<file path="config.mk">
export PLATFORM = sky130hd
export DESIGN_NAME = rx_err_status_reg
export DESIGN_NICKNAME = d
export VERILOG_FILES = /design/src/rtl/rxerr_pkg.sv /design/src/rtl/rxerr_boundary_map.sv /design/src/rtl/rxerr_latch_cell.sv /design/src/rtl/rx_err_status_reg.sv
export SDC_FILE = /design/constraint.sdc
export NUM_CORES = 1
export LEC_CHECK = 0
export BUFFER_PORTS_ARGS = -buffer_cell sky130_fd_sc_hd__buf_2
export CORE_AREA = 3 3 40 42
export CTS_CLUSTER_DIAMETER = 200
export CTS_CLUSTER_SIZE = 16
export DETAILED_ROUTE_END_ITERATION = 8
export DIE_AREA = 0 0 43 45
export PLACE_DENSITY_LB_ADDON = 0.12
export SETUP_SLACK_MARGIN = 0.1
export SYNTH_ARGS = -nofsm -noshare
export SYNTH_HDL_FRONTEND = slang
export SYNTH_HIERARCHICAL = 1
export SYNTH_SLANG_ARGS = --single-unit
export TNS_END_PERCENT = 30
</file>
<file path="constraint.sdc">
create_clock -name clk -period 1.1 [get_ports clk]
set_input_delay 0.11 -clock clk [delete_from_list [all_inputs] [get_ports clk]]
set_output_delay 0.11 -clock clk [all_outputs]
set_load 0.02 [all_outputs]
</file>
<file path="src/rtl/rxerr_pkg.sv">
package rxerr_pkg;
  localparam int NUM_SRC = 7;
  localparam int REG_W   = NUM_SRC + 1;

  localparam int BIT_PAR  = 0;
  localparam int BIT_BIP  = 1;
  localparam int BIT_CONF = 2;
  localparam int BIT_VAL  = 3;
  localparam int BIT_UNLK = 4;
  localparam int BIT_CCRC = 5;
  localparam int BIT_QCRC = 6;

  typedef enum logic [1:0] {BND_FRAME, BND_CBLOCK, BND_QBLOCK} bnd_e;

  function automatic bnd_e bnd_of(input int idx);
    if (idx == BIT_QCRC) return BND_QBLOCK;
    if (idx == BIT_CCRC || idx == BIT_UNLK) return BND_CBLOCK;
    return BND_FRAME;
  endfunction
endpackage

</file>
<file path="src/rtl/rxerr_boundary_map.sv">
module rxerr_boundary_map
  import rxerr_pkg::*;
#(
  parameter int N = NUM_SRC
) (
  input  logic [N-1:0] src_raw,
  input  logic         frame_stb,
  input  logic         cblock_stb,
  input  logic         qblock_stb,
  input  logic         pro_mode,
  output logic [N-1:0] src_lvl,
  output logic [N-1:0] src_evt
);
  for (genvar i = 0; i < N; i++) begin : g_bit
    logic stb;
    if (i == BIT_CCRC) begin : g_pro
      assign src_lvl[i] = src_raw[i] & pro_mode;
    end else begin : g_any
      assign src_lvl[i] = src_raw[i];
    end
    if (bnd_of(i) == BND_QBLOCK) begin : g_q
      assign stb = qblock_stb;
    end else if (bnd_of(i) == BND_CBLOCK) begin : g_c
      assign stb = cblock_stb;
    end else begin : g_f
      assign stb = frame_stb;
    end
    assign src_evt[i] = src_lvl[i] & stb;
  end
endmodule

</file>
<file path="src/rtl/rxerr_latch_cell.sv">
module rxerr_latch_cell (
  input  logic clk,
  input  logic rst,
  input  logic en,
  input  logic evt,
  input  logic lvl,
  input  logic rd,
  output logic q,
  output logic q_next
);
  always_comb begin
    if (!en)      q_next = 1'b0;
    else if (evt) q_next = 1'b1;
    else if (rd)  q_next = q & lvl;
    else          q_next = q;
  end

  always_ff @(posedge clk) begin
    if (rst) q <= 1'b0;
    else     q <= q_next;
  end
endmodule

</file>
<file path="src/rtl/rx_err_status_reg.sv">
module rx_err_status_reg
  import rxerr_pkg::*;
(
  input  logic               clk,
  input  logic               rst,
  input  logic               qsub_crc_err,
  input  logic               cstat_crc_err,
  input  logic               pll_unlocked,
  input  logic               validity_flag,
  input  logic               confidence_err,
  input  logic               biphase_err,
  input  logic               parity_err,
  input  logic               frame_stb,
  input  logic               cblock_stb,
  input  logic               qblock_stb,
  input  logic               pro_mode,
  input  logic [NUM_SRC-1:0] mask_en,
  input  logic               rd_stb,
  output logic [REG_W-1:0]   status_q,
  output logic               irq
);
  logic [NUM_SRC-1:0] src_raw, src_lvl, src_evt, bits_q, bits_nxt;

  always_comb begin
    src_raw           = '0;
    src_raw[BIT_QCRC] = qsub_crc_err;
    src_raw[BIT_CCRC] = cstat_crc_err;
    src_raw[BIT_UNLK] = pll_unlocked;
    src_raw[BIT_VAL]  = validity_flag;
    src_raw[BIT_CONF] = confidence_err;
    src_raw[BIT_BIP]  = biphase_err;
    src_raw[BIT_PAR]  = parity_err;
  end

  rxerr_boundary_map #(.N(NUM_SRC)) u_map (
    .src_raw(src_raw), .frame_stb(frame_stb), .cblock_stb(cblock_stb),
    .qblock_stb(qblock_stb), .pro_mode(pro_mode),
    .src_lvl(src_lvl), .src_evt(src_evt)
  );

  for (genvar i = 0; i < NUM_SRC; i++) begin : g_cell
    rxerr_latch_cell u_cell (
      .clk(clk), .rst(rst), .en(mask_en[i]), .evt(src_evt[i]),
      .lvl(src_lvl[i]), .rd(rd_stb), .q(bits_q[i]), .q_next(bits_nxt[i])
    );
  end

  always_ff @(posedge clk) begin
    if (rst) irq <= 1'b0;
    else     irq <= |bits_nxt;
  end

  assign status_q = {1'b0, bits_q};
endmodule

</file>
# --- Word level (Yosys, flattened, before mapping) ---
# Cells that the tools add are included.
classes:
  n_mux: 21
  bitwise_logic: 15
  n_reduce_logical: 1
op_table:
  columns: ["operator", "n"]
  rows:
  - ["$mux W1", 21]
  - ["$and A1 B1 Y1", 15]
  - ["$reduce_or A7 Y1", 1]
totals:
  regBits: 8
  input_bits: 21
  out_inout_bits: 9
  elab_cells: 45

# --- Logic depth before layout (Yosys ltp) ---
# Gate-level depths: netlist of the first run.
logic_depth:
  word_depth: 6
  mapped_depth: 5
  mapped_depth_nobuf: 5

# --- Hierarchy ---
# Netlist of the first run, hierarchy kept.
modules_own_cells:
  columns: ["module", "instances", "cells_per_inst", "area_per_inst_um2", "seq_area_each_um2"]
  rows:
  - ["rxerr_latch_cell", 7, 5, 46.3, 20.0]
  - ["rxerr_boundary_map", 1, 14, 95.1, 0.0]
  - ["rx_err_status_reg", 1, 6, 53.8, 20.0]

# --- Least setup slack after synthesis of the first run ---
# Ideal clock, no wire load.
synth_path:
  path_kind: "register to register"
  startpoint: "register g_cell[4].u_cell.q"
  endpoint: "register irq"
  setup_time_ps: 125
  arrival_ps: 948
  setup_slack_ps: 27
  stages_incl_launch_ff: 5
  path_buffers: 0
  synth_period_minus_slack_ps: 1073
  path_cell_list: "dfxtp_1 o21ai_1 a21oi_1 nor4_2 a21oi_1"
synth_between:
  elab_chain_len: 5
synth_rtl:
  columns: ["element", "line_no", "source"]
  rows:
  - ["start, declared", "rxerr_latch_cell.sv:8", "output logic q,"]
  - ["start signal, assigned", "rxerr_latch_cell.sv:20", "else q <= q_next;"]
  - ["$and A1 B1 Y1", "rxerr_latch_cell.sv:14", "else if (rd) q_next = q & lvl;"]
  - ["$mux W1 *", "rxerr_latch_cell.sv:14", null]
  - ["$mux W1 *", "rxerr_latch_cell.sv:13", "else if (evt) q_next = 1'b1;"]
  - ["$mux W1 *", "rxerr_latch_cell.sv:12", "if (!en) q_next = 1'b0;"]
  - ["named net bits_nxt[4]", "rx_err_status_reg.sv:22", "logic [NUM_SRC-1:0] src_raw, src_lvl, src_evt, bits_q, bits_nxt;"]
  - ["$reduce_or A7 Y1 *", "rx_err_status_reg.sv:50", "else irq <= |bits_nxt;"]
  - ["end signal, assigned", "rx_err_status_reg.sv:50", null]
  - ["end, declared", "rx_err_status_reg.sv:20", "output logic irq"]
# The timed path passes the listed nets; every way through them passes the cells marked *.
# A chain may end at the register's enable or synchronous reset.

# --- Final worst setup path of the first run ---
layout_path:
  startpoint: "register g_cell[2].u_cell.q"
  endpoint: "register irq"
layout_between:
  elab_chain_len: 5
layout_rtl:
  columns: ["element", "line_no"]
  rows:
  - ["start, declared", "rxerr_latch_cell.sv:8"]
  - ["start signal, assigned", "rxerr_latch_cell.sv:20"]
  - ["$and A1 B1 Y1", "rxerr_latch_cell.sv:14"]
  - ["$mux W1 *", "rxerr_latch_cell.sv:14"]
  - ["$mux W1 *", "rxerr_latch_cell.sv:13"]
  - ["$mux W1 *", "rxerr_latch_cell.sv:12"]
  - ["named net bits_nxt[2]", "rx_err_status_reg.sv:22"]
  - ["$reduce_or A7 Y1 *", "rx_err_status_reg.sv:50"]
# Marks and branches as above.

==> flow_summary_export.csv, run 1 <==
group,metric,value,unit
run_status,status,"completed",
job,cap_violations,0,
sta,fin_ws,0.0867,ns
floorplanning,die_w,43,µm
worst_setup_path,path_cells,"o21ai_4 > a21oi_2 > nor4_2 > a21oi_1",
global_route,met3_usage,5.98,%
layout,syn_to_final_growth,45.8,%
yosys,synth_seq_area_share,33.9,%
drt,first_pass_iters,4,
pwr,swShare,28.5,%
pwr,switchingPower,0.204,mW
yosys,yosys-top-cells-area,"dfxtp_1 34%, a211oi_2 19%, buf_4 11%, and2_1 9.3%, a21oi_1 8.5%",
floorplanning,core,1280,µm²
pwr,clkPwrFrac,32.0,%
clock_network,cts_buffer_depth,2,
clock_network,cts_buffers,3,
global_route,grt_max_degree,14,
sta,rsz0062_at_grt,"true",
sta,hold_viol,0,
yosys,syn_avg_cell_area,8.60,µm²
layout,fin_nets,109,
global_route,grt_usage,13.1,%
drt,drc,0,
drt,initialDrtViolationCount,2,
drt,post_drt_wl_per_cell,11.0,µm
yosys,synth_fp_nets,76,
yosys,synth_top_area_cell,"dfxtp_1",
global_route,grt_pass1_wl,1730,µm
global_route,antenna_found_initial,0,
floorplanning,boundaryPins,30,
pwr,pwr-share-seq,43.1,%
placement,gp_congestion,0.622,
clock_network,clkTransAtPathRegs,0.06,ns
placement,post_dp_cell_area,646,µm²
drt,vias_per_cell,4.85,
global_route,met2_usage,19.5,%
sta,finalMaxSlewViolations,0,
global_route,grt_pass1_vias,410,
worst_setup_path,crit_required,1.24,ns
worst_setup_path,worstSetupStartpointType,"flop",
layout,drive_gt1_share,64.0,%
floorplanning,dieArea,1940,µm²
worst_setup_path,cp_max_fo,2,
worst_setup_path,reg2reg_depth,4,
global_route,grt_util_met1,13.6,%
worst_setup_path,max_stage_delay,0.33,ns
yosys,synth_warnings,6,
drt,wl,1110,µm
drt,ant_nets,0,
layout,fin_area,689,µm²
layout,fillerInstances,137,
clock_network,cts_root_buf,"clkbuf_4",
sta,skew,0.00184,ns
drt,routed-via-count,490,
clock_network,clk_latency,0.25,ns
clock_network,cts_tree,"done",
worst_hold_path,hp-class,"in2reg",
layout,final_common_cell,"buf_2",
worst_hold_path,whs_path_depth,3,
floorplanning,dieHeight,45,µm
global_route,grt.overflow.total,0,
clock_network,clock-sinks,8,
sta,fmax,987,MHz
yosys,syn_inst,55,
pwr,ir_drop,0.552,mV
yosys,syn_area,473,µm²
yosys,synth.distinct_cells,11,
pwr,internal_power,0.512,mW
placement,dp_slack,0.00364,ns
sta,layout_min_cycle_time,1.01,ns
floorplanning,start_util,36.8,%
pwr,leakage,0.312,nW
sta,min_period_over_period,92.1,%
sta,finalSetupViolations,0,
yosys,ys_seq_elements,8,
clock_network,hold_buffers,0,
placement,dp_hpwl,837,µm
worst_setup_path,cp.arrival,1.15,ns
global_route,grt-busiest-layer,"met2",
placement,port_buffers,28,
worst_setup_path,cpMaxStageDelayCell,"dfxtp_2",
pwr,powerDensity,1040,nW/µm²
layout,num_antenna_cells,0,
worst_setup_path,end_kind,"flop",
layout,utilization,53.7,%
yosys,synth_top_area_share,33.9,%
clock_network,h-tree-depth,1,
floorplanning,fp-row-count,13,
pwr,combPwrFrac,24.9,%
worst_setup_path,crit_type,"reg2reg",
-- area by class of cell --
| type | count | area, µm² | share of cell area, % |
|---|---|---|---|
| repair buffers | 35 | 193 | 27.9 |
| well taps | 15 | 18.8 | 2.72 |
| clock buffers | 3 | 22.5 | 3.27 |
| multi-input cells | 40 | 292 | 42.3 |
| flip-flops and latches | 8 | 164 | 23.8 |
-- Yosys cell counts --
cell type / number
a21oi_1: 8
dfxtp_1: 8
a211oi_2: 7
and2_1: 7
buf_4: 7
nor2_1: 7
o21ai_1: 7
and3_1: 1
conb_1: 1
nor3_1: 1
nor4_2: 1
-- flip-flops by register name (all words and copies together), names as in the netlist --
name,cells
g_cell.u_cell/q,7
irq,1
-- stage by stage --
step | TNS [ns] | hold slack (ns) | cells | power, mW
after floorplan | 0 | 0.167 | 55 | 0.411
after global placement | 0 | 0.376 | 98 | 0.483
after detailed placement | 0 | 0.380 | 98 | 0.484
after CTS | 0 | 0.0990 | 101 | 0.725
after global routing | -0.0104 | 0.108 | 101 | 0.768
final | 0 | 0.113 | 101 | 0.715
-- critical path, delay by kind of cell, from the launching register on --
family           cells  cell delay [ns]
AND/OR/NAND/NOR      1             0.27
AO/OA/AOI/OAI        3             0.30
flip-flops           1             0.33
-- worst paths after layout --
path	endpoint	slack [ns]	from
max	irq$_SDFF_PP0_	0.09	g_cell[2].u_cell/q$_SDFF_PP0_
min	g_cell[3].u_cell/q$_SDFF_PP0_	0.11	mask_en[3]
max reg2reg	irq$_SDFF_PP0_	0.09	g_cell[2].u_cell/q$_SDFF_PP0_
min reg2reg	g_cell[3].u_cell/q$_SDFF_PP0_	0.57	g_cell[3].u_cell/q$_SDFF_PP0_
-- logic make-up after synthesis --
logic type	count (synthesis)	synth area share (%)
buf+inv	7	11.1
other cells	1	0.793
simple gates	17	19.8
flops	8	33.9
compound gates	22	34.4
-- layer usage --
layer,vias up,routed length (µm)
met5,-,0
met4,0,27
met3,4,96
met2,20,526
met1,210,460
li1,256,-
-- timing repair --
action / CTS / global route
setup buffers: 0 / 0
endpoints found under the setup margin: 0 / 1
gates resized for setup: 0 / 5
-- power groups by stage --
stage	combinational, mW	clock, mW	sequential, mW
2_1_floorplan	0.0829	0	0.328
3_3_place_gp	0.170	0	0.313
3_5_place_dp	0.170	0	0.314
4_1_cts	0.171	0.247	0.307
5_1_grt	0.197	0.262	0.309
6_report	0.178	0.229	0.308
Note: power is estimated with default switching activity, not from simulation.
==> run 2: changes to the inputs <==
==> constraint.sdc (replaced) <==
create_clock -name clk -period 1.05 [get_ports clk]
set_input_delay 0.105 -clock clk [delete_from_list [all_inputs] [get_ports clk]]
set_output_delay 0.105 -clock clk [all_outputs]
set_load 0.02 [all_outputs]
==> flow_summary_export.csv, run 2 (same netlist as run 1, synthesis figures left out) <==
group,metric,value,unit
worst_setup_path,crit_required,1.19,ns
drt,routed-via-count,511,
sta,fmax,997,MHz
layout,regMostFlops,"g_cell.u_cell/q",
pwr,leakage,0.337,nW
layout,final_cell_mix,"28 x buf_2, 12 x buf_4, 7 x nor2_1, 7 x a211oi_2, 7 x and2_1",
sta,finalSetupViolations,0,
job,cap_violations,0,
sta,rsz0062_at_grt,"true",
drt,post_drt_wl_per_cell,10.3,µm
sta,timing.hold.ws,0.0993,ns
placement,post_dp_cell_area,704,µm²
floorplanning,dieHeight,45,µm
global_route,grt_usage,13.1,%
global_route,met3_usage,2.39,%
global_route,grt_pass1_vias,455,
drt,initialDrtViolationCount,1,
clock_network,clk_latency,0.26,ns
worst_setup_path,worstSetupStartpointType,"flop",
floorplanning,core,1280,µm²
floorplanning,start_util,36.8,%
clock_network,cts_buffer_depth,2,
drt,drc,0,
layout,fin_nets,114,
layout,num_antenna_cells,0,
drt,vias_per_cell,4.82,
floorplanning,dieArea,1940,µm²
layout,utilization,57.8,%
worst_hold_path,hp-class,"in2reg",
clock_network,cts_root_buf,"clkbuf_4",
run_status,status,"completed",
sta,layout_min_cycle_time,1.00,ns
worst_setup_path,end_kind,"flop",
global_route,antenna_found_initial,0,
floorplanning,boundaryPins,30,
drt,first_pass_iters,2,
layout,drive_gt1_share,67.0,%
placement,dp_slack,-0.0792,ns
layout,final_common_cell,"buf_2",
global_route,grt_max_degree,14,
global_route,grt-busiest-layer,"met2",
placement,gp_congestion,0.702,
clock_network,post-cts-setup-buffer-count,0,
drt,ant_nets,0,
sta,min_period_over_period,95.5,%
layout,fillerInstances,123,
sta,finalMaxSlewViolations,0,
placement,port_buffers,28,
sta,skew,0.000114,ns
global_route,met2_usage,20.4,%
pwr,powerDensity,1030,nW/µm²
worst_setup_path,reg2reg_depth,4,
layout,largest_reg_flops,7,
clock_network,clkTransAtPathRegs,0.06,ns
worst_setup_path,crit_type,"reg2reg",
global_route,grt_pass1_wl,1840,µm
placement,dp_hpwl,853,µm
layout,register_area,169,µm²
clock_network,cts_tree,"done",
worst_hold_path,whs_path_depth,3,
worst_setup_path,cp.arrival,1.14,ns
clock_network,h-tree-depth,1,
global_route,grt.overflow.total,0,
floorplanning,fp-row-count,13,
sta,hold_viol,0,
floorplanning,die_w,43,µm
clock_network,cts_buffers,3,
worst_setup_path,cp_max_fo,2,
drt,wl,1090,µm
pwr,ir_drop,0.466,mV
layout,multiInputGateArea,303,µm²
global_route,grt_util_met1,15.7,%
clock_network,clock-sinks,8,
sta,fin_ws,0.0474,ns
sta,setup_tns,0,ns
layout,reg.largest.list,"g_cell.u_cell/q: 7 flops, irq: 1 flops",
layout,fin_area,743,µm²
layout,syn_to_final_growth,57.1,%
run 2: cell count changes in the layout (fill, tap and decap cells not counted):
cell and change:
a21oi_1 -1, a21oi_2 +1, buf_4 +5, dfxtp_2 -2
dfxtp_4 +2, o21ai_2 -1, o21ai_4 +1
run 2: timing repair:
action / in CTS / in global routing
hold buffers: 0 / 0
resized for setup: 0 / 3
setup endpoints to repair: 1 / 1
pin swaps: 0 / 2
run 2: final timing paths:
kind	startpoint	endpoint	slack (ns)
max	g_cell[4].u_cell/q$_SDFF_PP0_	irq$_SDFF_PP0_	0.05
min	mask_en[4]	g_cell[4].u_cell/q$_SDFF_PP0_	0.1
max reg2reg	g_cell[4].u_cell/q$_SDFF_PP0_	irq$_SDFF_PP0_	0.05
min reg2reg	g_cell[4].u_cell/q$_SDFF_PP0_	g_cell[4].u_cell/q$_SDFF_PP0_	0.56
run 2: final cells by class:
cell class              instances  area share (%)
multi-input cells              40            40.7
repair buffers                 40            31.0
flip-flops and latches          8            22.7
clock buffers                   3            3.03
well taps                      15            2.53
run 2: per-stage QoR:
step | instances | total power, mW
floorplan | 55 | 0.432
global placement | 103 | 0.522
detailed placement | 103 | 0.525
CTS | 106 | 0.781
global route | 106 | 0.818
finish | 106 | 0.768
run 2: per-layer routing:
| layer | vias up | share of wire, % |
|---|---|---|
| met2 | 18 | 45 |
| met5 | - | 0 |
| met1 | 222 | 43 |
| met3 | 5 | 8.3 |
| li1 | 266 | - |
| met4 | 0 | 3.3 |
run 2: report_power, final:
group	switching (mW)	leakage (nW)	internal [mW]
Sequential	0.00589	0.0672	0.313
Clock	0.113	0.0138	0.131
Combinational	0.103	0.256	0.102
run 2: critical path, cell delays in order (launching register included):
cell     delay [ns]
dfxtp_4        0.34
o21ai_4        0.14
a21oi_2        0.05
nor4_2         0.26
a21oi_1        0.08
==> run 3: changes to the inputs <==
--- a/config.mk
+++ b/config.mk
@@ -15,6 +15,5 @@
 export SETUP_SLACK_MARGIN = 0.1
 export SYNTH_ARGS = -nofsm -noshare
 export SYNTH_HDL_FRONTEND = slang
-export SYNTH_HIERARCHICAL = 1
 export SYNTH_SLANG_ARGS = --single-unit
 export TNS_END_PERCENT = 30
==> flow_summary_export.csv, run 3 <==
group,metric,value,unit
sta,finalMaxSlewViolations,0,
layout,drive_gt1_share,45.9,%
layout,final_common_cell,"buf_2",
layout,register_area,161,µm²
worst_setup_path,path_cells,"o211ai_1 > o21ai_1 > a221oi_2 > a41oi_2",
worst_setup_path,cp_max_fo,3,
clock_network,h-tree-depth,1,
sta,finalSetupViolations,1,
yosys,synth.distinct_cells,16,
floorplanning,die_w,43,µm
global_route,grt_max_degree,9,
drt,post_drt_wl_per_cell,10.3,µm
clock_network,hold_buffers,0,
global_route,grt_usage,10.4,%
worst_setup_path,cpMaxStageDelayCell,"dfxtp_2",
run_status,violations,"setup timing",
floorplanning,dieHeight,45,µm
drt,initialDrtViolationCount,5,
worst_hold_path,hold_end,"g_cell[5].u_cell.q$_SDFF_PP0_",
worst_hold_path,hp-class,"in2reg",
placement,port_buffers,28,
run_status,status,"complete, but fails checks",
clock_network,clk_latency,0.25,ns
clock_network,cts_tree,"done",
clock_network,cts_buffers,3,
layout,final_cell_mix,"28 x buf_2, 7 x dfxtp_1, 5 x o21ai_0, 5 x nand2_1, 5 x nor2_1",
sta,min_period_over_period,106,%
floorplanning,boundaryPins,30,
layout,reg.largest.list,"g_cell.u_cell.q: 7 flops, irq: 1 flops",
yosys,ys_seq_elements,8,
worst_setup_path,end_kind,"flop",
clock_network,post-cts-setup-buffer-count,0,
worst_setup_path,reg2reg_depth,4,
sta,skew,0.00304,ns
layout,utilization,42.4,%
yosys,synth_top_area_cell,"dfxtp_1",
yosys,async_flop_share,0,%
layout,fin_nets,97,
job,cap_violations,0,
placement,dpl.cell_count,86,
yosys,syn_inst,51,
yosys,synth_edf_count,0,
clock_network,clkTransAtPathRegs,0.05,ns
sta,timing.hold.ws,0.0793,ns
sta,setup_tns,-0.0603,ns
yosys,synth_warnings,0,
global_route,grt.overflow.total,0,
drt,wl_met2,396,µm
pwr,fin_total_pwr,0.686,mW
worst_setup_path,r2r_slack,-0.06,ns
layout,multiInputGateArea,190,µm²
drt,routed-via-count,391,
layout,regMostFlops,"g_cell.u_cell.q",
floorplanning,fp-row-count,13,
clock_network,clock-sinks,8,
yosys,synth_fp_nets,72,
global_route,grt_pass1_vias,358,
drt,wl_met1,404,µm
yosys,syn_area,414,µm²
drt,ant_nets,0,
layout,syn_to_final_growth,31.4,%
worst_hold_path,whs_path_depth,3,
floorplanning,dieArea,1940,µm²
pwr,ir_drop,0.507,mV
worst_setup_path,crit_type,"reg2reg",
layout,largest_reg_flops,7,
worst_setup_path,cp.arrival,1.23,ns
yosys,synth_seq_area_share,38.7,%
drt,vias_per_cell,4.39,
yosys,netlist_top_cells_count,"8 x buf_4, 8 x dfxtp_1, 6 x o21ai_0",
worst_hold_path,hp-start,"mask_en[5]",
yosys,yosys-top-cells-area,"dfxtp_1 39%, buf_4 15%, o21ai_0 7.3%, nand2b_1 6.0%, nand2_1 4.5%",
yosys,syn_avg_cell_area,8.12,µm²
layout,fillerInstances,143,
sta,fin_ws,-0.0603,ns
sta,layout_min_cycle_time,1.11,ns
sta,hold_viol,0,
drt,drc,0,
drt,wl_met3,109,µm
global_route,grt_pass1_wl,1440,µm
drt,top_layer,"met4",
layout,stdcell_count,89,
placement,gp_congestion,0.618,
placement,dp_hpwl,731,µm
sta,rsz0062_at_grt,"true",
worst_setup_path,crit_required,1.17,ns
drt,first_pass_iters,4,
worst_setup_path,r2r-start,"g_cell[5].u_cell.q$_SDFF_PP0_",
yosys,yosys_most_used_dff,"dfxtp_1",
clock_network,cts_buffer_depth,2,
yosys,synth_top_area_share,38.7,%
worst_setup_path,max_stage_delay,0.32,ns
global_route,antenna_found_initial,0,
floorplanning,core,1280,µm²
floorplanning,start_util,32.2,%
pwr,powerDensity,1260,nW/µm²
sta,fmax,901,MHz
worst_setup_path,worstSetupStartpointType,"flop",
layout,num_antenna_cells,0,
drt,wl,919,µm
worst_setup_path,r2r_end,"irq$_SDFF_PP0_",
clock_network,cts_root_buf,"clkbuf_4",
pwr,leakage,0.263,nW
run 3: cell types whose count changed after synthesis, sizes merged, moves of 2 or more:
cell    change
nand2b      +4
nand2       +5
a22o        +2
nor2        -2
a211oi      -7
and2        -7
a21oi       -7
inv         +3
a21boi      +2
nor2b       +2
run 3: power breakdown:
| group | total, mW | leakage, nW | switching (mW) | internal, mW |
|---|---|---|---|---|
| logic | 0.129 | 0.183 | 0.0678 | 0.0613 |
| clock network | 0.234 | 0.0138 | 0.104 | 0.131 |
| registers | 0.322 | 0.0659 | 0.00536 | 0.317 |
run 3: per-stage QoR:
step                area, µm²  setup WS [ns]
finish                    544        -0.0603
global route              544         -0.158
CTS                       537        -0.0460
detailed placement        513        -0.0403
global placement          513       -0.00772
floorplan                 414         0.0349
run 3: what timing repair did:
action / CTS / global route
endpoints found under the setup margin: 1 / 2
gates resized for setup: 1 / 2
pin swaps: 0 / 1
run 3: kinds of logic (layout without fill, tap and decap cells):
group	count (synthesis)	in the layout	share of synthesized area [%]
DFF	8	8	38.7
buffers and inverters	11	34	17.2
other	1	1	0.905
and+or+nand+nor	16	16	18.1
AOI/OAI and AO/OA	15	15	25.1
run 3: worst max-delay path by stage:
stage	depth (start not counted)	end	from	slack, ns
6_report	4	irq$_SDFF_PP0_	g_cell[5].u_cell.q$_SDFF_PP0_	-0.06
5_1_grt	4	irq$_SDFF_PP0_	g_cell[5].u_cell.q$_SDFF_PP0_	-0.16
4_1_cts	4	irq$_SDFF_PP0_	g_cell[5].u_cell.q$_SDFF_PP0_	-0.05
3_5_place_dp	4	irq$_SDFF_PP0_	g_cell[5].u_cell.q$_SDFF_PP0_	-0.04
3_3_place_gp	4	irq$_SDFF_PP0_	g_cell[5].u_cell.q$_SDFF_PP0_	-0.008
2_1_floorplan	4	irq$_SDFF_PP0_	g_cell[5].u_cell.q$_SDFF_PP0_	0.03
run 3: final cells by class:
cell class | instances | area share (%)
Clock buffer | 3 | 4.14
Inverter | 3 | 2.07
Multi-Input combinational cell | 32 | 34.9
Sequential cell | 8 | 29.7
Tap cell | 15 | 3.45
Timing Repair Buffer | 28 | 25.7
run 3: worst max-delay path: cells and delay by family (launching register included):
kind	cells	cell delay, ns
compound gates	4	0.67
flops	1	0.32
run 3: per-layer routing:
| layer | vias up | global-route usage (%) |
|---|---|---|
| li1 | 212 | - |
| met1 | 158 | 12.1 |
| met2 | 19 | 15.6 |
| met3 | 2 | 3.19 |
| met4 | 0 | 9.04 |
| met5 | - | 0 |
